===== config.mk =====
export PLATFORM = sky130hd
export DESIGN_NAME = kmw_guard
export DESIGN_NICKNAME = d
export VERILOG_FILES = /design/src/rtl/kmw_pkg.sv /design/src/rtl/kmw_range_tbl.sv /design/src/rtl/kmw_value_tbl.sv /design/src/rtl/kmw_guard.sv
export SDC_FILE = /design/constraint.sdc
export NUM_CORES = 2
export LEC_CHECK = 0
export BUFFER_PORTS_ARGS = -buffer_cell sky130_fd_sc_hd__buf_4
export CAP_MARGIN = 40
export CORE_AREA = 2 2 483 581
export DETAILED_ROUTE_END_ITERATION = 16
export DIE_AREA = 0 0 485 583
export MAX_ROUTING_LAYER = met4
export SYNTH_ARGS = -nofsm -noshare
export SYNTH_HDL_FRONTEND = slang
export SYNTH_SLANG_ARGS = --single-unit
export TNS_END_PERCENT = 100

===== constraint.sdc =====
create_clock -name clk -period 4 [get_ports clk]
set_input_delay 0.2 -clock clk [delete_from_list [all_inputs] [get_ports clk]]
set_output_delay 0.2 -clock clk [all_outputs]
set_load 0.01 [all_outputs]

===== src/rtl/kmw_pkg.sv =====
package kmw_pkg;
    typedef enum logic [1:0] {
        CAUSE_NONE   = 2'd0,
        CAUSE_IMMUT  = 2'd1,
        CAUSE_BADVAL = 2'd2,
        CAUSE_BADWR  = 2'd3
    } cause_t;

    typedef enum logic [1:0] {
        SEL_IMMUT = 2'd0,
        SEL_WATCH = 2'd1,
        SEL_VALUE = 2'd2,
        SEL_CODE  = 2'd3
    } tbl_sel_t;
endpackage


===== src/rtl/kmw_range_tbl.sv =====
module kmw_range_tbl #(
    parameter int ENTRIES = 8,
    parameter int XLEN    = 32,
    localparam int IW     = $clog2(ENTRIES)
) (
    input  logic            clk,
    input  logic            rst_n,
    input  logic            wr_en,
    input  logic [IW-1:0]   wr_idx,
    input  logic [XLEN-1:0] wr_lo,
    input  logic [XLEN-1:0] wr_hi,
    input  logic            wr_valid,
    input  logic [XLEN-1:0] probe,
    output logic            hit
);
    typedef struct packed {
        logic            valid;
        logic [XLEN-1:0] lo;
        logic [XLEN-1:0] hi;
    } range_t;

    range_t [ENTRIES-1:0] tbl_d, tbl_q;
    logic   [ENTRIES-1:0] match;

    always_comb begin
        tbl_d = tbl_q;
        if (wr_en) begin
            tbl_d[wr_idx].valid = wr_valid;
            tbl_d[wr_idx].lo    = wr_lo;
            tbl_d[wr_idx].hi    = wr_hi;
        end
    end

    always_ff @(posedge clk or negedge rst_n) begin
        if (!rst_n) tbl_q <= '0;
        else        tbl_q <= tbl_d;
    end

    for (genvar g = 0; g < ENTRIES; g++) begin : g_cmp
        assign match[g] = tbl_q[g].valid && (probe >= tbl_q[g].lo) && (probe <= tbl_q[g].hi);
    end

    assign hit = |match;

    // a table write is visible on the next cycle
    p_write_lands_r10: assert property (@(posedge clk) disable iff (!rst_n)
        wr_en |=> (tbl_q[$past(wr_idx)].valid == $past(wr_valid))
                  && (tbl_q[$past(wr_idx)].lo == $past(wr_lo)));
endmodule


===== src/rtl/kmw_value_tbl.sv =====
module kmw_value_tbl #(
    parameter int ENTRIES = 8,
    parameter int XLEN    = 32,
    localparam int IW     = $clog2(ENTRIES)
) (
    input  logic            clk,
    input  logic            rst_n,
    input  logic            wr_en,
    input  logic [IW-1:0]   wr_idx,
    input  logic [XLEN-1:0] wr_val,
    input  logic            wr_valid,
    input  logic [XLEN-1:0] probe,
    output logic            hit
);
    typedef struct packed {
        logic            valid;
        logic [XLEN-1:0] val;
    } val_t;

    val_t [ENTRIES-1:0] tbl_d, tbl_q;
    logic [ENTRIES-1:0] match;

    always_comb begin
        tbl_d = tbl_q;
        if (wr_en) begin
            tbl_d[wr_idx].valid = wr_valid;
            tbl_d[wr_idx].val   = wr_val;
        end
    end

    always_ff @(posedge clk or negedge rst_n) begin
        if (!rst_n) tbl_q <= '0;
        else        tbl_q <= tbl_d;
    end

    for (genvar g = 0; g < ENTRIES; g++) begin : g_cmp
        assign match[g] = tbl_q[g].valid && (probe == tbl_q[g].val);
    end

    assign hit = |match;

    // a disabled entry written this cycle is invalid next cycle
    p_disable_sticks_r7: assert property (@(posedge clk) disable iff (!rst_n)
        (wr_en && !wr_valid) |=> !tbl_q[$past(wr_idx)].valid);
endmodule


===== src/rtl/kmw_guard.sv =====
module kmw_guard #(
    parameter int ENTRIES = 8,
    parameter int XLEN    = 32,
    localparam int IW     = $clog2(ENTRIES)
) (
    input  logic            clk,
    input  logic            rst_n,
    input  logic            rec_valid,
    output logic            rec_ready,
    input  logic [XLEN-1:0] rec_pc,
    input  logic [XLEN-1:0] rec_addr,
    input  logic [XLEN-1:0] rec_data,
    input  logic            cfg_we,
    input  logic [1:0]      cfg_sel,
    input  logic [IW-1:0]   cfg_idx,
    input  logic [XLEN-1:0] cfg_lo,
    input  logic [XLEN-1:0] cfg_hi,
    input  logic            cfg_en,
    input  logic            clr,
    output logic            out_valid,
    output logic [1:0]      out_cause,
    output logic            alarm
);
    import kmw_pkg::*;

    typedef struct packed {
        logic   vld;
        cause_t cause;
        logic   alarm;
    } state_t;

    state_t state_d, state_q;
    logic   imm_hit, watch_hit, val_hit, code_hit;
    logic   accept;
    cause_t verdict;

    assign rec_ready = !cfg_we;
    assign accept    = rec_valid && rec_ready;

    kmw_range_tbl #(.ENTRIES(ENTRIES), .XLEN(XLEN)) u_immut (
        .clk(clk), .rst_n(rst_n),
        .wr_en(cfg_we && (cfg_sel == SEL_IMMUT)), .wr_idx(cfg_idx),
        .wr_lo(cfg_lo), .wr_hi(cfg_hi), .wr_valid(cfg_en),
        .probe(rec_addr), .hit(imm_hit));

    kmw_range_tbl #(.ENTRIES(ENTRIES), .XLEN(XLEN)) u_watch (
        .clk(clk), .rst_n(rst_n),
        .wr_en(cfg_we && (cfg_sel == SEL_WATCH)), .wr_idx(cfg_idx),
        .wr_lo(cfg_lo), .wr_hi(cfg_hi), .wr_valid(cfg_en),
        .probe(rec_addr), .hit(watch_hit));

    kmw_value_tbl #(.ENTRIES(ENTRIES), .XLEN(XLEN)) u_value (
        .clk(clk), .rst_n(rst_n),
        .wr_en(cfg_we && (cfg_sel == SEL_VALUE)), .wr_idx(cfg_idx),
        .wr_val(cfg_lo), .wr_valid(cfg_en),
        .probe(rec_data), .hit(val_hit));

    kmw_range_tbl #(.ENTRIES(ENTRIES), .XLEN(XLEN)) u_code (
        .clk(clk), .rst_n(rst_n),
        .wr_en(cfg_we && (cfg_sel == SEL_CODE)), .wr_idx(cfg_idx),
        .wr_lo(cfg_lo), .wr_hi(cfg_hi), .wr_valid(cfg_en),
        .probe(rec_pc), .hit(code_hit));

    always_comb begin
        if (imm_hit)         verdict = CAUSE_IMMUT;
        else if (!watch_hit) verdict = CAUSE_NONE;
        else if (!val_hit)   verdict = CAUSE_BADVAL;
        else if (!code_hit)  verdict = CAUSE_BADWR;
        else                 verdict = CAUSE_NONE;
    end

    always_comb begin
        state_d       = state_q;
        state_d.vld   = accept;
        state_d.cause = accept ? verdict : CAUSE_NONE;
        state_d.alarm = (state_q.alarm && !clr) || (accept && (verdict != CAUSE_NONE));
    end

    always_ff @(posedge clk or negedge rst_n) begin
        if (!rst_n) state_q <= '{vld: 1'b0, cause: CAUSE_NONE, alarm: 1'b0};
        else        state_q <= state_d;
    end

    assign out_valid = state_q.vld;
    assign out_cause = state_q.cause;
    assign alarm     = state_q.alarm;

    // protected hit wins over everything
    p_immut_first_r1: assert property (@(posedge clk) disable iff (!rst_n)
        (accept && imm_hit) |=> (out_cause == 2'd1));
    // unwatched, unprotected records are clean
    p_unwatched_quiet_r2: assert property (@(posedge clk) disable iff (!rst_n)
        (accept && !imm_hit && !watch_hit) |=> (out_cause == 2'd0));
    // a bad value outranks a bad writer
    p_value_over_writer_r11: assert property (@(posedge clk) disable iff (!rst_n)
        (accept && !imm_hit && watch_hit && !val_hit) |=> (out_cause == 2'd2));
    // one verdict per accepted record
    p_verdict_follows_r8: assert property (@(posedge clk) disable iff (!rst_n)
        accept |=> out_valid);
    p_no_spurious_r8: assert property (@(posedge clk) disable iff (!rst_n)
        !accept |=> (!out_valid && out_cause == 2'd0));
    // alarm holds without a clear, and drops after a clear with no record
    p_alarm_sticky_r9: assert property (@(posedge clk) disable iff (!rst_n)
        (alarm && !clr) |=> alarm);
    p_alarm_clear_r9: assert property (@(posedge clk) disable iff (!rst_n)
        (clr && !accept) |=> !alarm);
    p_cause_raises_r9: assert property (@(posedge clk) disable iff (!rst_n)
        (out_cause != 2'd0) |-> alarm);
    // table writes block records
    p_stall_r10: assert property (@(posedge clk) disable iff (!rst_n)
        cfg_we |=> !out_valid);
endmodule


# Word level (Yosys, flattened, before mapping)
# Index checks and enable logic that the tools add are counted.
[word_totals] elab_cells=251 regBits=1828 inputBits=171 mem_count=0 ramBits=0 mem_bits_ro=0 latch_bits=0 out_inout_bits=5
[op_classes] n_mul=0 n_eq_ne=11 n_lt_le_gt_ge=50 bitwise_logic=0 div=0 reduce_logical=73 shifts=0 addsub=0 mux=26
[ops] op="bitwise mux 520 bit" n=9
[ops] op="greater-or-equal comparator 32 bit" n=24
[ops] op="less-or-equal comparator 32 bit" n=24
[ops] op="demux 65 bit (select 3 bit)" n=3
[ops] op="bitwise mux 264 bit" n=2
[ops] op="== test 32 bit" n=8
[ops] op="demux 33 bit (select 3 bit)" n=2
[ops] op="two-way mux 65 bit" n=1
[ops] op="logical AND 1 bit" n=64
[ops] op="two-way mux 32 bit" n=2
[ops] op="two-way mux 64 bit" n=1
[ops] op="two-way mux 33 bit" n=1
[ops] op="OR reduction 8 bit" n=4
[ops] op="two-way mux 2 bit" n=5
[ops] op="== test 2 bit (second input constant)" n=2
[ops] op="< comparator 3 x 4 -> 1 bit (second input constant)" n=1
[ops] op="greater-or-equal comparator 3 x 1 -> 1 bit (second input constant)" n=1
[ops] op="== test 2 x 1 -> 1 bit (second input constant)" n=1
[ops] op="zero test 1 bit" n=2
[ops] op="zero test 2 bit" n=1
[ops] op="nonzero test 2 bit" n=1
[ops] op="logical OR 1 bit" n=1

# Longest topological paths before layout
[logic_depth] word_depth=11 depth_mapped=12 mapped_depth_nobuf=12

# Cells and area by module
# From an unflattened synthesis, not the netlist that was laid out.
[hier_totals] cells_unflattened=10489 hier_area_um2=107109.0
[modules_own_cells] mod="kmw_range_tbl (u_immut)" instances=1 seq_area_each_um2=13012.5 cells_per_inst=3152 area_per_inst_um2=31315.0
[modules_own_cells] mod="kmw_range_tbl (u_watch)" instances=1 seq_area_each_um2=13012.5 cells_per_inst=3185 area_per_inst_um2=31292.5
[modules_own_cells] mod="kmw_range_tbl (u_code)" instances=1 seq_area_each_um2=13012.5 cells_per_inst=3185 area_per_inst_um2=31290.0
[modules_own_cells] mod="kmw_value_tbl" instances=1 seq_area_each_um2=6606.3 cells_per_inst=947 area_per_inst_um2=12998.7
[modules_own_cells] mod="kmw_guard" instances=1 seq_area_each_um2=100.1 cells_per_inst=20 area_per_inst_um2=212.7

# Worst setup path after synthesis
# Ideal clock, no wire load.
[synth_path] kind="input port to flip-flop" from="input rec_addr[0]" to="register state_q, in the netlist alarm" arrival_ps=2885 setup_time_ps=126 stages=12 required_ps=3874 path_slack_ps=989 path_buffers=0 path_cell_list="inv_1 > ha_1 > nor2_1 > a21oi_1 > nor3_1 > nor4_1 > a2111oi_0 > o2111ai_1 > a221oi_1 > o211ai_1 > o31a_1 > a221o_1"
[synth_lines] item="from (decl)" line_no="kmw_guard.sv:11" text="input logic [XLEN-1:0] rec_addr,"
[synth_lines] item="to (signal assigned)" line_no="kmw_guard.sv:80" text="if (!rst_n) state_q <= '{vld: 1'b0, cause: CAUSE_NONE, alarm: 1'b0};"
[synth_lines] item="to (signal assigned)" line_no="kmw_guard.sv:81" text="else state_q <= state_d;"
[synth_lines] item="to (decl)" line_no="kmw_guard.sv:32" text="state_t state_d, state_q;"

==> reports/results.ini <==
[sta]
rsz0062_at_grt = false
skew_ns = 0.0389
finalSetupViolCount = 0
layout_min_cycle_time_ns = 3.82
hold_ws_ns = 0.0586
min_period_over_period_pct = 95.6
tightest_slew_ns = 1.02
fmax_mhz = 261
drv_slew = 0
relSlewSlack_pct = 31.3
finalHoldViolCount = 0

[clock_tree]
cts_tree = built
clock_path_buffers = 4
clk_latency_ns = 0.87
cts_sinks = 1828
cts_setup_buffers = 0
htree_num_levels = 4
root_buffer = clkbuf_16
cts-buffers-inserted = 198
clk_pin_slew_ns = 0.06

[worst_setup_path]
startpoint = u_code.tbl_q[14]
worstRegToRegCells = 14
path_max_fanout = 3
r2r_end = alarm
r2r_slack_ns = 0.18
start_kind = register
critPathBufInv = 3
crit_family = compound AO/OA/AOI/OAI gates
slowest_stage = a2111oi_1
critPathArrivalTime_ns = 4.63
setup.worst_path.class = register to register
cp-end-kind = register
crit_chain = inv_1 > ha_1 > nand4_1 > nor3_1 > a21boi_0 > nor4b_1 > clkdlybuf4s15_2 > o22ai_1 > o22ai_1 > a2111oi_1 > nand2_1 > buf_12 > mux2i_1 > a221o_1
crit_required_ns = 4.81
endpoint = alarm
crit_top_cell = o22ai_1
cpPeakStageDelay_ns = 0.44
r2r-start = u_code.tbl_q[14]
crit_cells = 14

[route]
wirelength_um = 348000
wl_per_cell_um = 23.6
drc = 0
ant_nets = 0
route.vias.total = 80370
dr.first_iter.drc_count = 5828
routed_via_density = 5.45
dr.pass1.iters = 6

[logic_synthesis]
ys_async_sr_fraction_pct = 100
ys_top_cells_by_area = dfrtp_1 43%, ha_1 18%, mux2_2 11%, inv_1 5.3%, o21ai_0 4.5%
synth.cell_area_um2 = 108000
synth-edff-count = 0
synth.largest_area_cell = dfrtp_1
synth_top_area_share_pct = 42.5
ys_seq_area_share_pct = 42.5
avgSynthCellArea_um2 = 10.1
synth_cells = 10678
synth-seq-cells = 1828
synth_nets = 12385
yosys_warnings = 0
synthFlopType = dfrtp_1
synthDistinctLibCells = 79

[power]
power.total_w = 0.0590
ir_drop_uv = 342
power.density_nw_per_um2 = 484
leakage_nw = 58.7

[final_layout]
layout.nets = 12631
final_area_um2 = 122000
layout-drive-gt1-share_pct = 16.8
layout.cells.most_common_list = 1828 x dfrtp_1, 1536 x ha_1, 1525 x inv_1
area_delta_synth_final_pct = 13.2
final_common_cell = dfrtp_1

[global_route]
grt_overflow = 0
grt_max_degree = 129
grt_pass1_vias = 82205
antenna_found_initial = 45
grt_pass1_wl_um = 521000
grtUsageTotal_pct = 25.0

[run]
cap_violations = 0

[placed_design]
dpl-instance-area_um2 = 115000
place_congestion = 0.928
port_buffers = 175
hpwl_um = 237000

[floorplan]
die_w_um = 485
core_um2 = 277000
dieArea_um2 = 283000
initial_core_util_pct = 38.8
rows = 212
die-height_um = 583
io_pins = 176

[run_status]
run_status = completed

[min_path]
min_path_cells = 2
hold_path_class = input port to register

[logic make-up (layout without fill, tap and decap cells)]
kind of cell / count (synthesis) / in the layout / share of synthesized area, %
buf+inv: 1993 / 2388 / 7.06
compound gates: 2007 / 2007 / 10.6
xor+xnor: 255 / 255 / 2.08
fa+ha+maj: 1536 / 1536 / 17.9
mux: 1081 / 1081 / 11.3
simple gates: 1978 / 1978 / 8.56
flops: 1828 / 1828 / 42.5
other cells: 0 / 33 / 0
[power by group]
| part | leakage [nW] | internal, W | total [W] | switching [W] |
|---|---|---|---|---|
| Sequential | 22.3 | 0.0224 | 0.0241 | 0.00171 |
| Clock | 3.18 | 0.0108 | 0.0187 | 0.00788 |
| Combinational | 33.3 | 0.00703 | 0.0162 | 0.00914 |
| Total | 58.7 | 0.0403 | 0.0590 | 0.0187 |
[cell usage after synthesis, types with 14 or more instances]
cell type  instances
xnor2_1          199
buf_4             30
nor3_1            62
nor2_1           175
buf_1             36
o211ai_1          28
xor2_1            56
o21ai_1           14
a211oi_1          65
a2111oi_0         32
inv_1           1526
and4_1            37
nand4_1          294
o21a_1            19
clkbuf_1         398
a221oi_1          24
ha_1            1536
a21oi_1          548
mux2_2          1079
dfrtp_1         1828
a21boi_0          16
a21o_1           171
nand2b_1          18
nor2b_1           47
o31ai_1           14
nand3_1          145
nand2_1         1068
nor4_1            66
o21ai_0          969
[what timing repair did]
item,CTS,global route
hold buffers,73,0
hold endpoints to repair,1373,0
gates resized for setup,0,1
setup endpoints to repair,0,1
[per-layer routing]
metal	wire length, µm	track usage (%)
met5	0	-
met2	169000	42.0
met4	16700	10.7
met3	15800	2.79
met1	147000	30.6
[final cells by class]
| class | instances | area (µm²) |
|---|---|---|
| fillers | 25806 | 155000 |
| flip-flops and latches | 1828 | 45700 |
| well taps | 3638 | 4550 |
| inverters | 1527 | 5730 |
| clock inverters | 56 | 648 |
| diodes | 33 | 82.6 |
| multi-input cells | 6857 | 54500 |
| clock buffers | 293 | 5810 |
| repair buffers | 512 | 4810 |
[per-stage QoR]
stage	util [%]	setup TNS [ns]	setup slack [ns]	instances
2_1_floorplan	-	0	0.989	10678
3_3_place_gp	41.2	-0.387	-0.343	14264
3_5_place_dp	41.3	-0.116	-0.116	14288
4_1_cts	43.9	0	0.103	14710
5_1_grt	44.0	0	0.00952	14739
6_report	44.0	0	0.176	14744
[worst min path at each step]
stage | from | endpoint | slack [ns]
global route | cfg_lo[0] | u_immut.tbl_q[227] | 0.04
finish | cfg_lo[0] | u_watch.tbl_q[292] | 0.06
CTS | cfg_lo[0] | u_watch.tbl_q[487] | 0.009
detailed placement | rst_n | u_immut.tbl_q[165] | 0.26
global placement | rst_n | u_immut.tbl_q[165] | 0.25
floorplan | rst_n | alarm | -0.1
[flip-flops by register name, summed over array words and instances (netlist names)]
register and cells:
out_cause 2, out_valid 1, alarm 1, u_immut.tbl_q 520
u_watch.tbl_q 520, u_code.tbl_q 520, u_value.tbl_q 264
Power figures use the tool's default switching activity.
